==> src/rtl/crr_pkg.sv <==
// Shared definitions for the check-routine resolver.
// Assumes: class codes are fixed by the response interface.
package crr_pkg;
    typedef enum logic [1:0] {
        CLS_INVALID = 2'd0,
        CLS_TRUSTED = 2'd1,
        CLS_ROUTED  = 2'd2
    } crr_class_e;
endpackage

==> src/rtl/crr_align_up.sv <==
// Rounds an address up to the next page boundary.
// Assumes: the output is one bit wider than the input, so the last page
// of the address space rounds to 2^ADDR_W without wrapping.
module crr_align_up #(
    parameter int ADDR_W     = 48,
    parameter int PAGE_SHIFT = 12
) (
    input  logic [ADDR_W-1:0] addr,
    output logic [ADDR_W:0]   aligned
);
    localparam int PW = ADDR_W - PAGE_SHIFT + 1;

    logic [PW-1:0] page_up;

    // page number, bumped when any offset bit is set
    assign page_up = {1'b0, addr[ADDR_W-1:PAGE_SHIFT]} + PW'(|addr[PAGE_SHIFT-1:0]);
    assign aligned = {page_up, {PAGE_SHIFT{1'b0}}};
endmodule

==> src/rtl/crr_route_calc.sv <==
// Computes aligned - (v+1) pages and judges whether the result is usable.
// Assumes: ADDR_W+1 >= SHADOW_W+1+PAGE_SHIFT, so the offset never truncates.
module crr_route_calc #(
    parameter int ADDR_W     = 48,
    parameter int PAGE_SHIFT = 12,
    parameter int SHADOW_W   = 16,
    parameter int SPAN_SHIFT = 28
) (
    input  logic [ADDR_W:0]     aligned,
    input  logic [ADDR_W-1:0]   target,
    input  logic [SHADOW_W-1:0] shadow,
    output logic [ADDR_W-1:0]   routine,
    output logic                usable
);
    localparam int XW = ADDR_W + 1;
    localparam logic [XW-1:0] SPAN_MAX = XW'(1) << SPAN_SHIFT;

    logic [XW-1:0] offset;
    logic [XW-1:0] diff;
    logic [XW-1:0] span;
    logic          underflow;
    logic          above;
    logic          too_far;

    // offset of the routine below the aligned target, in bytes
    assign offset    = (XW'(shadow) + XW'(1)) << PAGE_SHIFT;
    // raw subtraction and its validity conditions
    assign underflow = offset > aligned;
    assign diff      = aligned - offset;
    assign above     = diff > {1'b0, target};
    assign span      = {1'b0, target} - diff;
    assign too_far   = span > SPAN_MAX;
    assign usable    = !underflow && !above && !too_far;
    assign routine   = diff[ADDR_W-1:0];
endmodule

==> src/rtl/chk_route_resolver.sv <==
// Resolves a call target to the check routine of its owning module via a
// page-granular shadow table.
// Assumes: the shadow memory returns data one cycle after shd_rd_en.
module chk_route_resolver
    import crr_pkg::*;
#(
    parameter int ADDR_W     = 48,
    parameter int PAGE_SHIFT = 12,
    parameter int SHADOW_W   = 16,
    parameter int TYPE_W     = 64,
    parameter int SPAN_SHIFT = 28,
    localparam int IDX_W     = ADDR_W - PAGE_SHIFT
) (
    input  logic                clk,
    input  logic                rst_n,
    input  logic                req_valid,
    input  logic [ADDR_W-1:0]   req_addr,
    input  logic [TYPE_W-1:0]   req_type,
    output logic                shd_rd_en,
    output logic [IDX_W-1:0]    shd_rd_idx,
    input  logic [SHADOW_W-1:0] shd_rd_data,
    output logic                rsp_valid,
    output logic [1:0]          rsp_class,
    output logic [ADDR_W-1:0]   rsp_routine,
    output logic [TYPE_W-1:0]   rsp_type
);
    localparam logic [SHADOW_W-1:0] SHD_INVALID = '0;
    localparam logic [SHADOW_W-1:0] SHD_TRUSTED = '1;

    logic [ADDR_W-1:0] addr_q;
    logic [TYPE_W-1:0] type_q;
    logic              vld_q;
    logic [ADDR_W:0]   aligned;
    logic [ADDR_W-1:0] routine;
    logic              usable;

    // issue the shadow read in the request cycle
    assign shd_rd_en  = req_valid;
    assign shd_rd_idx = req_addr[ADDR_W-1:PAGE_SHIFT];

    // hold the request while the shadow entry is fetched
    always_ff @(posedge clk) begin
        if (!rst_n) begin
            vld_q  <= 1'b0;
            addr_q <= '0;
            type_q <= '0;
        end else begin
            vld_q <= req_valid;
            if (req_valid) begin
                addr_q <= req_addr;
                type_q <= req_type;
            end
        end
    end

    crr_align_up #(
        .ADDR_W    (ADDR_W),
        .PAGE_SHIFT(PAGE_SHIFT)
    ) u_align (
        .addr   (addr_q),
        .aligned(aligned)
    );

    crr_route_calc #(
        .ADDR_W    (ADDR_W),
        .PAGE_SHIFT(PAGE_SHIFT),
        .SHADOW_W  (SHADOW_W),
        .SPAN_SHIFT(SPAN_SHIFT)
    ) u_calc (
        .aligned(aligned),
        .target (addr_q),
        .shadow (shd_rd_data),
        .routine(routine),
        .usable (usable)
    );

    // classify the returned shadow entry
    always_comb begin
        rsp_class   = CLS_INVALID;
        rsp_routine = '0;
        if (shd_rd_data == SHD_TRUSTED) begin
            rsp_class = CLS_TRUSTED;
        end else if (shd_rd_data != SHD_INVALID && usable) begin
            rsp_class   = CLS_ROUTED;
            rsp_routine = routine;
        end
    end

    assign rsp_valid = vld_q;
    assign rsp_type  = type_q;
endmodule

==> config.mk <==
export PLATFORM = sky130hd
export DESIGN_NAME = chk_route_resolver
export DESIGN_NICKNAME = d
export VERILOG_FILES = /design/src/rtl/crr_pkg.sv /design/src/rtl/crr_align_up.sv /design/src/rtl/crr_route_calc.sv /design/src/rtl/chk_route_resolver.sv
export SDC_FILE = /design/constraint.sdc
export NUM_CORES = 1
export LEC_CHECK = 0
export ABC_AREA = 1
export BUFFER_PORTS_ARGS = -buffer_cell sky130_fd_sc_hd__buf_2
export CAP_MARGIN = 20
export CELL_PAD_IN_SITES_DETAIL_PLACEMENT = 0
export CELL_PAD_IN_SITES_GLOBAL_PLACEMENT = 1
export CORE_ASPECT_RATIO = 0.7
export CORE_MARGIN = 3
export CORE_UTILIZATION = 40
export CTS_BUF_LIST = sky130_fd_sc_hd__clkbuf_4
export CTS_CLUSTER_DIAMETER = 60
export DETAILED_ROUTE_END_ITERATION = 7
export PLACE_DENSITY_LB_ADDON = 0.1
export SLEW_MARGIN = 20
export SYNTH_ARGS = -nofsm -noshare
export SYNTH_HDL_FRONTEND = slang
export SYNTH_SLANG_ARGS = --single-unit
==> constraint.sdc <==
create_clock -name clk -period 15.3 [get_ports clk]
set_input_delay 0 -clock clk [delete_from_list [all_inputs] [get_ports clk]]
set_output_delay 0 -clock clk [all_outputs]
set_load 0.005 [all_outputs]
==> results.cfg <==
[run_status]
status = completed

[worst_setup_path]
critPathCaptureType = primary output
crit_buf_inv = 3
cpMaxStageDelayCell = nand4_4
critPathTopFamily = simple AND/OR/NAND/NOR gates
crit_required_ps = 15300
critPathKind = register to primary output
worst-path-max-fanout = 37
crit_path_frequent_cell = nand2_1
cp_data_arrival_time_ps = 7500
start_kind = register
critical_path.max_stage_delay_ps = 650

[pwr]
vdd.ir_drop.worst_v = 0.0000467
p_leak_nw = 6.55
p_sw_uw = 422
p_per_area_nw_per_um2 = 83.1
power_frac_clock_pct = 24.8
intPower_uw = 630
p_total_mw = 1.05
switching_share_pct = 40.1
comb_power_share_pct = 43.6
seqPwrFrac_pct = 31.6

[floorplanning]
die_area_sq_um = 26600
fp-row-count = 47
core_sq_um = 23900
initial_utilization_pct = 41.1
fp.dieH_microns = 137
die_x_microns = 193
io_pins = 283

[final_layout]
final_common_cell = nand2_1
antenna_cells = 0
fin_util_pct = 52.9
nets = 2165
final_cell_mix = nand2_1, nor2_1, buf_2, inv_1, o21ai_0
fillers = 2501
drive_gt1_share_pct = 17.9
area_delta_synth_final_pct = 28.6
final_area_sq_um = 12700

[place]
place_congestion = 0.934
place_area_sq_um = 11100
hpwl_microns = 27500
port-buffer-count = 270

[clock_network]
hold_buffers = 121
htree_num_levels = 4
clock_latency_ps = 480
max-clock-path-buffers = 2
cts_setup_buffers = 0
clock_sinks = 113
cts_tree = yes
cts_root_buf = clkbuf_4
ctsResizeCount = 0
cts_buffers = 17
path_clk_slew_ps = 110

[job]
drv_cap = 0

[routing]
drt.antenna.violating_nets = 0
routed_wl_microns = 35400
num_vias = 11467
dr.pass1.iters = 5
vias_per_cell = 4.97
wl_per_cell_microns = 15.4
drt_iter0_drc = 845
drc = 0

[yosys]
synthesis.instances = 1639
synth_seq_cells = 113
synth_cell_type_count = 37
syn_area_sq_um = 9840
syn_area_per_cell_sq_um = 6.00
seq_area_frac_synth_pct = 23.0
yosys_warnings = 0

[sta]
max_freq_mhz = 133
hold_viol = 0
finalWorstPathRequiredPeriod_ps = 7500
finalMaxSlewViolations = 0
report.final.setup_viol = 0
slew_headroom_pct = 35.5
fin_crit_sh_pct = 49.0
rsz0062_at_grt = false
tns_ps = 0
fin_skew_ps = 0
max_slew.worst_pin.slew_ps = 968

[grt]
grt_use_total_pct = 26.3
grt_overflow = 0
grt_pass1_vias = 10679
grt_max_degree = 114
grt_pass1_wl_microns = 56600
antenna_found_initial = 0

[min_path]
holdCritPathClass = input pin to register
cells by family (layout without fill, tap and decap cells):
logic type | after synthesis | in the layout | share of synthesized area, %
buffers and inverters | 252 | 590 | 11.7
AO/OA/AOI/OAI | 231 | 231 | 12.2
XOR/XNOR | 69 | 69 | 6.14
flip-flops | 113 | 113 | 23.0
other | 1 | 12 | 0.0381
AND/OR/NAND/NOR | 914 | 914 | 39.2
adder cells (fa/ha/maj) | 59 | 59 | 7.65
worst paths after layout:
check / startpoint / depth (start not counted) / end / slack [ps]
worst min register to register: rsp_type[51]$_SDFFE_PN0P_ / 2 / rsp_type[51]$_SDFFE_PN0P_ / 500
worst max register to register: addr_q[42]$_SDFFE_PN0P_ / 3 / addr_q[42]$_SDFFE_PN0P_ / 13890
worst min-delay path: req_valid / 3 / addr_q[46]$_SDFFE_PN0P_ / 50
worst max-delay path: addr_q[1]$_SDFFE_PN0P_ / 35 / rsp_routine[36] / 7800
metrics by stage:
stage | cells | setup WS [ps] | hold WS, ps
2_1_floorplan | 1650 | 10270 | 80.8
3_3_place_gp | 2153 | 8430 | 183
3_5_place_dp | 2153 | 8460 | 179
4_1_cts | 2306 | 7850 | 1.07
5_1_grt | 2306 | 7070 | 24.2
6_report | 2306 | 7800 | 53.3
metal layers:
metal  global-route usage, %  wire (microns)  up-vias
met2                    41.9           15200      379
met4                    6.10             621        0
met3                    3.89            2190       43
met5                       0               0        -
met1                    37.9           17400     5190
li1                        -               -     5855
synthesized netlist by cell type (all sizes together):
cell      n  area (sq um)
nand3b   14           105
nor2    395          1630
nor3b     1          7.51
a31o      1          8.76
nor4      6          37.5
fa        2          40.0
ha       57           713
a21oi    78           390
nand2   378          1430
xnor2    19           166
or2       2          12.5
buf      53           405
xor2     50           438
nand4    21           146
o21ai   135           676
inv     164           616
o21bai    4          30.0
a21o      6          45.0
o21a      2          15.0
nand3    77           395
dfxtp   113          2260
o31a      1          8.76
and2      3          18.8
clkbuf   35           131
conb      1          3.75
o211a     1          10.0
nor3     17          85.1
a21boi    1          7.51
a31oi     2          12.5
registers in the layout, summed over array words and instances (netlist names):
register	count
addr_q	48
rsp_type	64
rsp_valid	1
tightest hold or removal path, delay by kind of cell:
family / cells / cell delay (ps)
buffers and inverters: 2 / 350
AO/OA/AOI/OAI: 1 / 150
cell type report:
class,count,area [sq um],share of cell area (%)
Multi-Input combinational cell,1285,6470,51.1
Clock buffer,18,135,1.07
Timing Repair Buffer,394,2580,20.4
Sequential cell,113,2260,17.9
Tap cell,318,398,3.14
Inverter,164,618,4.88
Clock inverter,14,194,1.53
power groups by stage:
stage               registers (mW)  clock network, mW  logic, mW
floorplan                    0.335                  0      0.308
global route                 0.336              0.284      0.518
detailed placement           0.339                  0      0.426
global placement             0.339                  0      0.428
CTS                          0.333              0.269      0.453
finish                       0.333              0.261      0.459
(Power assumes the default switching activity.)
